<file path="src/rtl/regfile_cfg_pkg.sv">
package regfile_cfg_pkg;

    localparam int MAX_BANKS = 8;

    typedef int cfg_t [MAX_BANKS];

    // Global start of bank idx: sum of heights of all lower banks.
    function automatic int bank_base(cfg_t lh, int idx);
        int s;
        s = 0;
        for (int j = 0; j < MAX_BANKS; j++) begin
            if (j < idx) s += (1 << lh[j]);
        end
        return s;
    endfunction

    function automatic int max_of(cfg_t v, int n);
        int m;
        m = v[0];
        for (int j = 1; j < MAX_BANKS; j++) begin
            if (j < n && v[j] > m) m = v[j];
        end
        return m;
    endfunction

    function automatic int min_of(cfg_t v, int n);
        int m;
        m = v[0];
        for (int j = 1; j < MAX_BANKS; j++) begin
            if (j < n && v[j] < m) m = v[j];
        end
        return m;
    endfunction

endpackage

</file>
<file path="src/rtl/rf_bank_copy.sv">
module rf_bank_copy #(
    parameter int AW = 3,
    parameter int W  = 16
) (
    input  logic          clk,
    input  logic          we,
    input  logic [AW-1:0] waddr,
    input  logic [W-1:0]  wdata,
    input  logic [AW-1:0] raddr,
    output logic [W-1:0]  rdata
);
    localparam int DEPTH = 1 << AW;

    logic [W-1:0] mem [DEPTH];

    // Read-first: the read sees the word before this edge's write.
    always_ff @(posedge clk) begin
        if (we) mem[waddr] <= wdata;
        rdata <= mem[raddr];
    end

endmodule

</file>
<file path="src/rtl/rf_bank.sv">
module rf_bank #(
    parameter int AW  = 3,
    parameter int W   = 16,
    parameter int NRD = 2
) (
    input  logic              clk,
    input  logic              rst_n,
    input  logic              we,
    input  logic [AW-1:0]     waddr,
    input  logic [W-1:0]      wdata,
    input  logic [NRD*AW-1:0] raddr,
    output logic [NRD*W-1:0]  rdata
);
    for (genvar p = 0; p < NRD; p++) begin : g_copy
        rf_bank_copy #(.AW(AW), .W(W)) i_copy (
            .clk   (clk),
            .we    (we),
            .waddr (waddr),
            .wdata (wdata),
            .raddr (raddr[p*AW +: AW]),
            .rdata (rdata[p*W +: W])
        );
    end

    // Replicas of one bank must agree when read at the same word.
    for (genvar p = 1; p < NRD; p++) begin : g_agree
        AST_COPIES_AGREE: assert property (@(posedge clk) disable iff (!rst_n)
            (raddr[p*AW +: AW] == raddr[0 +: AW]) |=> (rdata[p*W +: W] == rdata[0 +: W]));
    end

endmodule

</file>
<file path="src/rtl/rf_read_sel.sv">
module rf_read_sel
    import regfile_cfg_pkg::*;
#(
    parameter int   NUM_BANKS = 3,
    parameter int   RAW       = 4,
    parameter int   RW        = 16,
    parameter int   SEL_LSB   = 1,
    parameter int   TOTAL_H   = 14,
    parameter cfg_t BANK_LH   = '{3, 2, 1, 1, 1, 1, 1, 1},
    parameter cfg_t BANK_W    = '{16, 8, 12, 1, 1, 1, 1, 1}
) (
    input  logic                    clk,
    input  logic                    rst_n,
    input  logic [RAW-1:0]          raddr,
    input  logic [NUM_BANKS*RW-1:0] bank_dout,
    output logic [RW-1:0]           rd_data
);
    localparam int SELW = RAW - SEL_LSB;

    logic [SELW-1:0]      chunk;
    logic [NUM_BANKS-1:0] hit_d;
    logic [NUM_BANKS-1:0] hit_q;
    logic                 unused_raddr_lo;

    assign chunk           = raddr[RAW-1:SEL_LSB];
    assign unused_raddr_lo = ^raddr[SEL_LSB-1:0];

    for (genvar b = 0; b < NUM_BANKS; b++) begin : g_dec
        localparam int LO = bank_base(BANK_LH, b) >> SEL_LSB;
        localparam int HI = bank_base(BANK_LH, b + 1) >> SEL_LSB;
        assign hit_d[b] = (int'(chunk) >= LO) && (int'(chunk) < HI);
    end

    always_ff @(posedge clk or negedge rst_n) begin
        if (!rst_n) hit_q <= '0;
        else        hit_q <= hit_d;
    end

    always_comb begin
        rd_data = '0;
        for (int b = 0; b < NUM_BANKS; b++) begin
            if (hit_q[b]) rd_data = rd_data | bank_dout[b*RW +: RW];
        end
    end

    AST_ONE_BANK: assert property (@(posedge clk) disable iff (!rst_n)
        $onehot0(hit_q));
    AST_INRANGE_SELECTED: assert property (@(posedge clk) disable iff (!rst_n)
        (int'(raddr) < TOTAL_H) |=> (hit_q != '0));
    AST_OUT_OF_RANGE_ZERO: assert property (@(posedge clk) disable iff (!rst_n)
        (int'(raddr) >= TOTAL_H) |=> (rd_data == '0));

    for (genvar b = 0; b < NUM_BANKS; b++) begin : g_narrow
        localparam int BW = BANK_W[b];
        AST_NARROW_ZERO_EXT: assert property (@(posedge clk) disable iff (!rst_n)
            hit_q[b] |-> ((rd_data >> BW) == '0));
    end

endmodule

</file>
<file path="src/rtl/banked_regfile.sv">
module banked_regfile
    import regfile_cfg_pkg::*;
#(
    parameter int   NUM_BANKS = 3,
    parameter int   NUM_RD    = 2,
    parameter cfg_t BANK_LH   = '{3, 2, 1, 1, 1, 1, 1, 1},
    parameter cfg_t BANK_W    = '{16, 8, 12, 1, 1, 1, 1, 1},
    localparam int  TOTAL_H   = bank_base(BANK_LH, NUM_BANKS),
    localparam int  RAW       = $clog2(TOTAL_H),
    localparam int  RW        = max_of(BANK_W, NUM_BANKS),
    localparam int  MAXAW     = max_of(BANK_LH, NUM_BANKS),
    localparam int  SEL_LSB   = min_of(BANK_LH, NUM_BANKS)
) (
    input  logic                       clk,
    input  logic                       rst_n,
    input  logic [NUM_BANKS-1:0]       wr_en,
    input  logic [NUM_BANKS*MAXAW-1:0] wr_addr,
    input  logic [NUM_BANKS*RW-1:0]    wr_data,
    input  logic [NUM_RD*RAW-1:0]      rd_addr,
    output logic [NUM_RD*RW-1:0]       rd_data
);
    // Per read port: all banks' outputs, each zero-extended to RW.
    logic [NUM_BANKS*RW-1:0] bank_bus [NUM_RD];
    logic                    unused_wr_bits;

    assign unused_wr_bits = ^{wr_addr, wr_data};

    for (genvar b = 0; b < NUM_BANKS; b++) begin : g_bank
        localparam int AW = BANK_LH[b];
        localparam int WB = BANK_W[b];

        logic [NUM_RD*AW-1:0] lraddr;
        logic [NUM_RD*WB-1:0] lrdata;

        for (genvar p = 0; p < NUM_RD; p++) begin : g_port
            assign lraddr[p*AW +: AW]       = rd_addr[p*RAW +: AW];
            assign bank_bus[p][b*RW +: RW] = RW'(lrdata[p*WB +: WB]);
        end

        rf_bank #(.AW(AW), .W(WB), .NRD(NUM_RD)) i_bank (
            .clk   (clk),
            .rst_n (rst_n),
            .we    (wr_en[b]),
            .waddr (wr_addr[b*MAXAW +: AW]),
            .wdata (wr_data[b*RW +: WB]),
            .raddr (lraddr),
            .rdata (lrdata)
        );
    end

    for (genvar p = 0; p < NUM_RD; p++) begin : g_rd
        rf_read_sel #(
            .NUM_BANKS (NUM_BANKS),
            .RAW       (RAW),
            .RW        (RW),
            .SEL_LSB   (SEL_LSB),
            .TOTAL_H   (TOTAL_H),
            .BANK_LH   (BANK_LH),
            .BANK_W    (BANK_W)
        ) i_sel (
            .clk       (clk),
            .rst_n     (rst_n),
            .raddr     (rd_addr[p*RAW +: RAW]),
            .bank_dout (bank_bus[p]),
            .rd_data   (rd_data[p*RW +: RW])
        );
    end

    AST_RESET_QUIET: assert property (@(posedge clk)
        !rst_n |=> (rd_data == '0));

endmodule

</file>
<file path="config.mk">
export PLATFORM = sky130hd
export DESIGN_NAME = banked_regfile
export DESIGN_NICKNAME = d
export VERILOG_FILES = /design/src/rtl/regfile_cfg_pkg.sv /design/src/rtl/rf_bank_copy.sv /design/src/rtl/rf_bank.sv /design/src/rtl/rf_read_sel.sv /design/src/rtl/banked_regfile.sv
export SDC_FILE = /design/constraint.sdc
export NUM_CORES = 1
export LEC_CHECK = 0
export CORE_ASPECT_RATIO = 0.7
export CORE_UTILIZATION = 59
export CTS_BUF_LIST = sky130_fd_sc_hd__clkbuf_2
export CTS_CLUSTER_DIAMETER = 120
export CTS_CLUSTER_SIZE = 20
export DETAILED_ROUTE_END_ITERATION = 8
export DONT_BUFFER_PORTS = 1
export PLACE_DENSITY = 0.77
export SLEW_MARGIN = 20
export SYNTH_ARGS = -nofsm -noshare
export SYNTH_HDL_FRONTEND = slang
export SYNTH_SLANG_ARGS = --single-unit
</file>
<file path="constraint.sdc">
create_clock -name clk -period 1.2 [get_ports clk]
set_clock_uncertainty 0.05 [all_clocks]
set_input_delay 0.06 -clock clk [delete_from_list [all_inputs] [get_ports clk]]
set_output_delay 0.06 -clock clk [all_outputs]
set_load 0.02 [all_outputs]
</file>
==> qor.json, run 1 <==
{
  "dr.pass1.iters": {"value": 5},
  "setup_viol": {"value": 64},
  "synth-compound-area-share": {"value": 0.0222},
  "async_reset_ff_frac": {"value": 0.0229},
  "syn-mean-instance-area": {"value": 20.6, "unit": "um2"},
  "avg_vias_per_cell": {"value": 6.18},
  "drc": {"value": 0},
  "whs": {"value": -0.638, "unit": "ns"},
  "power.share.sequential": {"value": 0.675},
  "cts_root_buf": {"value": "sky130_fd_sc_hd__clkbuf_2"},
  "failed_checks": {"value": "negative hold slack, negative setup slack"},
  "length_in_cells_of_the_worst_reg_to_reg_path": {"value": 2},
  "hold_buffers": {"value": 101},
  "worst_r2r_endpoint": {"value": "g_bank[0].i_bank.g_copy[0].i_copy.rdata[11]$_DFF_P_"},
  "insertedDiodeCount": {"value": 0},
  "netlist_top_cells_count": {"value": "sky130_fd_sc_hd__edfxtp_1 (184), sky130_fd_sc_hd__dfxtp_1 (72), sky130_fd_sc_hd__mux2_2 (56)"},
  "grt_setup_unrepaired": {"value": "true"},
  "cts_sinks": {"value": 262},
  "power_density": {"value": 1280, "unit": "nW/um2"},
  "path_clk_slew": {"value": 0.34, "unit": "ns"},
  "cts_tree": {"value": "built"},
  "hold_viol_final": {"value": 72},
  "yosysSeqAreaShare": {"value": 0.685},
  "final.min_clock_period": {"value": 2.29, "unit": "ns"},
  "yosysWarningCount": {"value": 0},
  "synth-edff-count": {"value": 184},
  "r2r_start": {"value": "g_bank[0].i_bank.g_copy[1].i_copy.mem[5][11]$_DFFE_PP_"},
  "adder_cell_share_of_the_synthesized_area": {"value": 0},
  "p_comb_frac": {"value": 0.115},
  "routabilityCongestion": {"value": 0.790},
  "routed_wirelength": {"value": 22.6, "unit": "mm"},
  "worst-endpoint-required": {"value": 1.09, "unit": "ns"},
  "placement.io_buffers": {"value": 0},
  "outcome": {"value": "complete, but fails checks"},
  "worstPathMaxFanout": {"value": 5},
  "critPathArrivalTime": {"value": 2.18, "unit": "ns"},
  "core.rowCount": {"value": 40},
  "final-max-slew-violation-count": {"value": 0},
  "htree_num_levels": {"value": 1},
  "wl_per_cell": {"value": 26.2, "unit": "um"},
  "power.clock.fraction": {"value": 0.209},
  "power.ir.vdd_worst": {"value": 1160, "unit": "uV"},
  "postSynthRegisterBits": {"value": 262},
  "critical_path.startpoint_type": {"value": "register"},
  "synthDominantAreaCellType": {"value": "sky130_fd_sc_hd__edfxtp_1"},
  "largest_family_of_logic_cells_by_synthesized_area": {"value": "multiplexers"},
  "grt_start_max_net_pins": {"value": 53},
  "clock_insertion_delay_worst_skew": {"value": 0.82, "unit": "ns"},
  "postSynth.topFlopCell": {"value": "sky130_fd_sc_hd__edfxtp_1"},
  "hp-class": {"value": "input pin to register"},
  "synth_xor_area_frac": {"value": 0},
  "layout.nets": {"value": 693},
  "cts.path.max_buffers": {"value": 3},
  "dpl.hpwl": {"value": 13.3, "unit": "mm"},
  "layout.core_utilization": {"value": 0.705},
  "finish.cell_count_without_fillers": {"value": 865},
  "globalRouteOverflowTotal": {"value": 0},
  "dp_cell_count": {"value": 732},
  "placeableCoreArea": {"value": 17200, "unit": "um2"},
  "max_clock_freq": {"value": 437, "unit": "MHz"},
  "hold_end": {"value": "g_bank[2].i_bank.g_copy[1].i_copy.rdata[1]$_DFF_P_"},
  "ios": {"value": 102},
  "post_synth_and_or_nand_nor_area_fraction": {"value": 0.0167},
  "postSynthCellCount": {"value": 505},
  "routed-via-count": {"value": 5350},
  "worst_hold_path.num_cells": {"value": 1},
  "worst-slew-pin-transition": {"value": 0.508, "unit": "ns"},
  "synth.cell_area": {"value": 10400, "unit": "um2"},
  "grt_first_pass_wirelength": {"value": 34.8, "unit": "mm"},
  "synth_nets": {"value": 575},
  "synth_most_common_cell": {"value": "sky130_fd_sc_hd__edfxtp_1"},
  "synth.top_cell.area_share": {"value": 0.532},
  "setup.worst_path.class": {"value": "register to output port"},
  "drt_iter0_drc": {"value": 571},
  "grt_antenna_before_repair": {"value": 0},
  "cts_buffers": {"value": 17},
  "vias_in_the_first_global_route": {"value": 5909},
  "antenna_violating_nets_post_route": {"value": 0},
  "total_leakage_power": {"value": 4.27, "unit": "nW"},
  "synth.mux.area_fraction": {"value": 0.250},
  "r2r_slack": {"value": -0.20, "unit": "ns"},
  "areaGrowthSynthToFinish": {"value": 16.9, "unit": "%"},
  "power.switching": {"value": 3.62, "unit": "mW"},
  "post_synth_main_area_contributors": {"value": "sky130_fd_sc_hd__edfxtp_1 (53%), sky130_fd_sc_hd__dfxtp_1 (14%), sky130_fd_sc_hd__mux4_1 (11%), sky130_fd_sc_hd__mux4_2 (7.6%), sky130_fd_sc_hd__mux2_2 (6.1%)"},
  "die_x": {"value": 161, "unit": "um"},
  "global_route.usage.total": {"value": 0.263},
  "max-cap-violations": {"value": 0},
  "power_report.internal_total": {"value": 11.9, "unit": "mW"},
  "number_of_distinct_library_cells_after_synthesis": {"value": 23},
  "worst_hold_startpoint": {"value": "rd_addr[4]"},
  "dieHeight": {"value": 113, "unit": "um"},
  "max-slew-margin-rel": {"value": 0.661},
  "share_of_layout_cells_above_drive_strength_1": {"value": 0.356},
  "die_footprint": {"value": 18200, "unit": "um2"},
  "finalWorstSetupSlack": {"value": -1.09, "unit": "ns"},
  "critical_path_end_type": {"value": "output port"},
  "period_share": {"value": 1.91},
  "switching_share": {"value": 0.234},
  "floorplan.initialDensity": {"value": 0.604}
}
[per-stage QoR]
| stage | area (um2) | hold WS (ns) | setup TNS (ns) | power (mW) | setup slack (ns) |
|---|---|---|---|---|---|
| finish | 12100 | -0.638 | -32.87 | 15.5 | -1.09 |
| CTS | 12100 | -0.731 | -33.61 | 15.5 | -1.03 |
| floorplan | 10300 | -0.286 | -12.94 | 11.6 | -0.206 |
| detailed placement | 10700 | -0.285 | -4.10 | 11.8 | -0.121 |
| global placement | 10700 | -0.285 | -2.86 | 11.8 | -0.0960 |
| global route | 12100 | -0.721 | -37.27 | 16.1 | -1.23 |
[area by class of cell]
class / count / area [um2]
Clock buffer: 28 / 140
Clock inverter: 2 / 23.8
Fill cell: 1071 / 5070
Inverter: 18 / 67.6
Multi-Input combinational cell: 193 / 3020
Sequential cell: 262 / 7120
Tap cell: 231 / 289
Timing Repair Buffer: 131 / 1480
[cells by family (layout without fill, tap and decap cells)]
family                 after synthesis  after routing
muxes                              136            136
DFF                                262            262
AOI/OAI and AO/OA                   24             24
and+or+nand+nor                     33             33
buffers and inverters               50            179
[registers in the layout, summed over array words and instances (netlist names)]
register	flops
g_bank.i_bank.g_copy.i_copy.mem	184
g_bank.i_bank.g_copy.i_copy.rdata	72
g_rd.i_sel.hit_q	6
[power by group through the flow]
stage | Combinational (mW) | Sequential [mW] | Clock, mW
after detailed placement | 1.18 | 10.6 | 0
after global routing | 1.88 | 10.5 | 3.65
final | 1.79 | 10.5 | 3.24
after global placement | 1.15 | 10.6 | 0
after floorplan | 1.14 | 10.5 | 0
after CTS | 1.74 | 10.5 | 3.32
[worst max-delay path: stages (launching register included)]
cell and delay, ns:
sky130_fd_sc_hd__dfrtp_2 0.54, sky130_fd_sc_hd__buf_12 0.16, sky130_fd_sc_hd__buf_12 0.12, sky130_fd_sc_hd__a222oi_1 0.37, sky130_fd_sc_hd__inv_1 0.20
[cell usage in the layout (no fill, tap or decap)]
| cell type | synthesis | routed |
|---|---|---|
| sky130_fd_sc_hd__edfxtp_1 | 184 | 184 |
| sky130_fd_sc_hd__dlygate4sd3_1 | 0 | 97 |
| sky130_fd_sc_hd__mux4_2 | 35 | 79 |
| sky130_fd_sc_hd__dfxtp_1 | 72 | 72 |
| sky130_fd_sc_hd__mux2_2 | 56 | 38 |
| sky130_fd_sc_hd__clkbuf_2 | 0 | 28 |
| sky130_fd_sc_hd__inv_1 | 18 | 18 |
| sky130_fd_sc_hd__mux2_4 | 0 | 18 |
| sky130_fd_sc_hd__a222oi_1 | 16 | 16 |
| sky130_fd_sc_hd__buf_12 | 0 | 16 |
| sky130_fd_sc_hd__buf_4 | 4 | 10 |
| sky130_fd_sc_hd__and2_4 | 0 | 8 |
| sky130_fd_sc_hd__a22o_4 | 0 | 8 |
| sky130_fd_sc_hd__nor2_1 | 10 | 7 |
| sky130_fd_sc_hd__dfrtp_2 | 0 | 6 |
| sky130_fd_sc_hd__buf_6 | 8 | 6 |
| sky130_fd_sc_hd__nand2_1 | 4 | 4 |
| sky130_fd_sc_hd__nand2b_1 | 3 | 3 |
| sky130_fd_sc_hd__nor2_2 | 0 | 3 |
| sky130_fd_sc_hd__nor3b_1 | 2 | 2 |
| sky130_fd_sc_hd__nor3_4 | 0 | 1 |
| sky130_fd_sc_hd__mux4_1 | 45 | 1 |
| sky130_fd_sc_hd__nor3_2 | 0 | 1 |
| sky130_fd_sc_hd__and2_1 | 9 | 1 |
| sky130_fd_sc_hd__and3_1 | 1 | 1 |
| sky130_fd_sc_hd__nor2b_1 | 1 | 1 |
| sky130_fd_sc_hd__and3b_1 | 1 | 1 |
| sky130_fd_sc_hd__inv_2 | 0 | 1 |
| sky130_fd_sc_hd__inv_16 | 0 | 1 |
| sky130_fd_sc_hd__buf_16 | 0 | 1 |
| sky130_fd_sc_hd__buf_8 | 0 | 1 |
[how the worst max path moves through the flow]
| stage | start | endpoint | slack (ns) | depth (start not counted) |
|---|---|---|---|---|
| detailed placement | g_bank[0].i_bank.g_copy[1].i_copy.mem[3][9]$_DFFE_PP_ | g_bank[0].i_bank.g_copy[0].i_copy.rdata[9]$_DFF_P_ | -0.12 | 2 |
| global placement | g_rd[0].i_sel.hit_q[0]$_DFF_PN0_ | rd_data[7] | -0.1 | 3 |
| floorplan | wr_addr[1] | g_bank[0].i_bank.g_copy[1].i_copy.mem[4][0]$_DFFE_PP_ | -0.21 | 2 |
| CTS | g_rd[0].i_sel.hit_q[0]$_DFF_PN0_ | rd_data[4] | -1.03 | 3 |
| finish | g_rd[1].i_sel.hit_q[0]$_DFF_PN0_ | rd_data[17] | -1.09 | 4 |
| global route | g_rd[1].i_sel.hit_q[0]$_DFF_PN0_ | rd_data[17] | -1.23 | 4 |
[what timing repair did]
| item | 4_1_cts | 5_1_grt |
|---|---|---|
| resized for setup | 56 | 15 |
| pin swaps | 9 | 8 |
| buffers inserted | 1 | 4 |
| endpoints found under the setup margin | 64 | 64 |
| hold endpoints to repair | 452 | 72 |
[metal layers]
metal  track usage  up-vias  wire, um  share of wire
li1              -     2297         -              -
met1         0.358     2803      9280           0.41
met2         0.432      213     11300           0.50
met3        0.0557       37      1610          0.071
met4        0.0800        0       442          0.020
met5             0        -         0              0
No activity file was read; power rests on OpenSTA's default activity.
==> run 2, diff against run 1 <==
--- a/config.mk
+++ b/config.mk
@@ -5,7 +5,7 @@
 export SDC_FILE = /design/constraint.sdc
 export NUM_CORES = 1
 export LEC_CHECK = 0
-export CORE_ASPECT_RATIO = 0.7
+export CORE_ASPECT_RATIO = 0.9
 export CORE_UTILIZATION = 59
 export CTS_BUF_LIST = sky130_fd_sc_hd__clkbuf_2
 export CTS_CLUSTER_DIAMETER = 120
==> qor.json, run 2 (same netlist as run 1, synthesis figures left out) <==
{
  "dpl.hpwl": {"value": 13.0, "unit": "mm", "change": "was 13.3 mm"},
  "final_cell_mix": {"value": "sky130_fd_sc_hd__edfxtp_1 (184), sky130_fd_sc_hd__dlygate4sd3_1 (97), sky130_fd_sc_hd__mux4_2 (79), sky130_fd_sc_hd__dfxtp_1 (72), sky130_fd_sc_hd__mux2_2 (41)", "change": "was sky130_fd_sc_hd__edfxtp_1 (184), sky130_fd_sc_hd__dlygate4sd3_1 (97), sky130_fd_sc_hd__mux4_2 (79), sky130_fd_sc_hd__dfxtp_1 (72), sky130_fd_sc_hd__mux2_2 (38)"},
  "fin_area": {"value": 12100, "unit": "um2", "change": "about the same"},
  "cts_buffers": {"value": 17, "change": "unchanged"},
  "insertedDiodeCount": {"value": 0, "change": "unchanged"},
  "grt_antenna_before_repair": {"value": 0, "change": "unchanged"},
  "drc": {"value": 0, "change": "unchanged"},
  "critPathArrivalTime": {"value": 2.06, "unit": "ns", "change": "was 2.18 ns"},
  "worst-slew-pin-transition": {"value": 0.408, "unit": "ns", "change": "was 0.508 ns"},
  "setup.worst_path.class": {"value": "register to output port", "change": "unchanged"},
  "placement.io_buffers": {"value": 0, "change": "unchanged"},
  "avg_vias_per_cell": {"value": 6.25, "change": "was 6.18"},
  "share_of_layout_cells_above_drive_strength_1": {"value": 0.354, "change": "was 0.356"},
  "layout.core_utilization": {"value": 0.707, "change": "was 0.705"},
  "cts_root_buf": {"value": "sky130_fd_sc_hd__clkbuf_2", "change": "unchanged"},
  "hold_buffers": {"value": 101, "change": "unchanged"},
  "drt_iter0_drc": {"value": 443, "change": "was 571"},
  "areaGrowthSynthToFinish": {"value": 16.1, "unit": "%", "change": "was 16.9%"},
  "power_density": {"value": 1290, "unit": "nW/um2", "change": "was 1280 nW/um2"},
  "hold_viol_final": {"value": 72, "change": "unchanged"},
  "power.ir.vdd_worst": {"value": 1300, "unit": "uV", "change": "was 1160 uV"},
  "finalSetupTns": {"value": -31.36, "unit": "ns", "change": "was -32.87 ns"},
  "critical_path.startpoint_type": {"value": "register", "change": "unchanged"},
  "cts_sinks": {"value": 262, "change": "unchanged"},
  "layout.nets": {"value": 692, "change": "was 693"},
  "grt_setup_unrepaired": {"value": "true", "change": "unchanged"},
  "cts.path.max_buffers": {"value": 3, "change": "unchanged"},
  "globalRouteOverflowTotal": {"value": 0, "change": "unchanged"},
  "wl_per_cell": {"value": 26.0, "unit": "um", "change": "was 26.2 um"},
  "largest_register_ffs": {"value": 184, "change": "unchanged"},
  "global_route.usage.total": {"value": 0.258, "change": "was 0.263"},
  "die_footprint": {"value": 18100, "unit": "um2", "change": "was 18200 um2"},
  "worst-endpoint-required": {"value": 1.09, "unit": "ns", "change": "about the same"},
  "grt_start_max_net_pins": {"value": 53, "change": "unchanged"},
  "routed-via-count": {"value": 5426, "change": "was 5350"},
  "use_met1": {"value": 0.331, "change": "was 0.358"},
  "outcome": {"value": "complete, but fails checks", "change": "unchanged"},
  "critical_path_end_type": {"value": "output port", "change": "unchanged"},
  "die_x": {"value": 142, "unit": "um", "change": "was 161 um"},
  "worst_hold_startpoint": {"value": "rd_addr[0]", "change": "was rd_addr[4]"},
  "max_clock_freq": {"value": 461, "unit": "MHz", "change": "was 437 MHz"},
  "placeableCoreArea": {"value": 17100, "unit": "um2", "change": "was 17200 um2"},
  "htree_num_levels": {"value": 1, "change": "unchanged"},
  "largest-register": {"value": "g_bank.i_bank.g_copy.i_copy.mem", "change": "unchanged"},
  "period_share": {"value": 1.81, "change": "was 1.91"},
  "grt_use_met3": {"value": 0.0381, "change": "was 0.0557"},
  "dp_cell_count": {"value": 730, "change": "was 732"},
  "vias_in_the_first_global_route": {"value": 5864, "change": "was 5909"},
  "most_common_library_cell_in_the_layout_ignoring_fill_and_taps": {"value": "sky130_fd_sc_hd__edfxtp_1", "change": "unchanged"},
  "worstPathMaxFanout": {"value": 5, "change": "unchanged"},
  "whs": {"value": -0.662, "unit": "ns", "change": "was -0.638 ns"},
  "dr.pass1.iters": {"value": 6, "change": "was 5"},
  "dieHeight": {"value": 128, "unit": "um", "change": "was 113 um"},
  "setup_viol": {"value": 64, "change": "unchanged"},
  "r2r_start": {"value": "g_bank[0].i_bank.g_copy[1].i_copy.mem[0][10]$_DFFE_PP_", "change": "was g_bank[0].i_bank.g_copy[1].i_copy.mem[5][11]$_DFFE_PP_"},
  "registers_with_the_most_flip_flops": {"value": "g_bank.i_bank.g_copy.i_copy.mem: 184 flops, g_bank.i_bank.g_copy.i_copy.rdata: 72 flops, g_rd.i_sel.hit_q: 6 flops", "change": "unchanged"},
  "placement.cell_area": {"value": 10600, "unit": "um2", "change": "was 10700 um2"},
  "max-cap-violations": {"value": 0, "change": "unchanged"},
  "routed_wirelength": {"value": 22.6, "unit": "mm", "change": "about the same"},
  "grt_first_pass_wirelength": {"value": 33.8, "unit": "mm", "change": "was 34.8 mm"},
  "cts_tree": {"value": "built", "change": "unchanged"},
  "hp-class": {"value": "input pin to register", "change": "unchanged"},
  "finalWorstSetupSlack": {"value": -0.970, "unit": "ns", "change": "was -1.09 ns"},
  "clock_insertion_delay_worst_skew": {"value": 0.85, "unit": "ns", "change": "was 0.82 ns"},
  "globalRoute.busiestLayer": {"value": "met2", "change": "unchanged"},
  "ios": {"value": 102, "change": "unchanged"},
  "floorplan.initialDensity": {"value": 0.609, "change": "was 0.604"},
  "finish.cell_count_without_fillers": {"value": 868, "change": "was 865"},
  "final-max-slew-violation-count": {"value": 0, "change": "unchanged"},
  "core.rowCount": {"value": 45, "change": "was 40"},
  "total_leakage_power": {"value": 4.23, "unit": "nW", "change": "was 4.27 nW"},
  "path_clk_slew": {"value": 0.33, "unit": "ns", "change": "was 0.34 ns"},
  "final.min_clock_period": {"value": 2.17, "unit": "ns", "change": "was 2.29 ns"},
  "failed_checks": {"value": "negative hold slack, negative setup slack", "change": "unchanged"},
  "grt_util_met2": {"value": 0.458, "change": "was 0.432"},
  "routabilityCongestion": {"value": 0.760, "change": "was 0.790"},
  "crit_path_start": {"value": "g_rd[1].i_sel.hit_q[0]$_DFF_PN0_", "change": "unchanged"},
  "antenna_violating_nets_post_route": {"value": 0, "change": "unchanged"},
  "max-slew-margin-rel": {"value": 0.728, "change": "was 0.661"}
}
run 2: changes by cell type in the layout (fill, tap and decap cells not counted):
cell,delta
sky130_fd_sc_hd__dfrtp_2,-1
sky130_fd_sc_hd__buf_12,-5
sky130_fd_sc_hd__buf_6,+2
sky130_fd_sc_hd__mux2_4,-3
sky130_fd_sc_hd__a22o_2,+1
sky130_fd_sc_hd__dfrtp_1,+1
sky130_fd_sc_hd__mux2_2,+3
sky130_fd_sc_hd__buf_4,+2
sky130_fd_sc_hd__a22o_4,-1
run 2: cell type report:
type / count / area (um2)
Sequential cell: 262 / 7120
Fill cell: 1022 / 4990
Multi-Input combinational cell: 193 / 3000
Timing Repair Buffer: 130 / 1410
Tap cell: 235 / 294
Clock buffer: 28 / 140
Inverter: 18 / 67.6
Clock inverter: 2 / 23.8
run 2: path summary, 6_finish.rpt:
check / slack, ns / to / depth (start not counted)
min in group asynchronous: 0.57 / g_rd[0].i_sel.hit_q[2]$_DFF_PN0_ / 3
worst min register to register: 0.50 / g_bank[2].i_bank.g_copy[1].i_copy.rdata[2]$_DFF_P_ / 1
max in group asynchronous: 0.30 / g_rd[1].i_sel.hit_q[0]$_DFF_PN0_ / 3
worst min-delay path: -0.66 / g_bank[2].i_bank.g_copy[0].i_copy.rdata[11]$_DFF_P_ / 1
worst max register to register: -0.22 / g_bank[0].i_bank.g_copy[0].i_copy.rdata[10]$_DFF_P_ / 2
worst max-delay path: -0.97 / rd_data[16] / 3
run 2: what timing repair did:
item,CTS,global route
buffers inserted,4,6
pin swaps,2,11
resized for setup,45,21
endpoints found under the hold margin,452,72
endpoints found under the setup margin,64,64
run 2: through the flow:
step	worst slack [ns]	total power [mW]
final	-0.970	15.5
after global routing	-1.05	16.0
after CTS	-0.989	15.4
after detailed placement	-0.110	11.8
after global placement	-0.0733	11.7
after floorplan	-0.206	11.6
run 2: layer usage:
layer | vias to the layer above | share of wire
met5 | - | 0
met4 | 0 | 0.024
met3 | 37 | 0.075
met2 | 260 | 0.53
met1 | 2841 | 0.37
li1 | 2288 | -
run 2: critical path, cell delays in order (launching register included):
cell and delay [ns]:
sky130_fd_sc_hd__dfrtp_2 0.53, sky130_fd_sc_hd__buf_6 0.14, sky130_fd_sc_hd__a222oi_1 0.37, sky130_fd_sc_hd__inv_1 0.19
run 2: where the power goes:
| group | internal (mW) | switching, mW |
|---|---|---|
| Sequential | 10.2 | 0.260 |
| Clock | 0.645 | 2.65 |
| Combinational | 0.998 | 0.747 |
| Total | 11.9 | 3.65 |
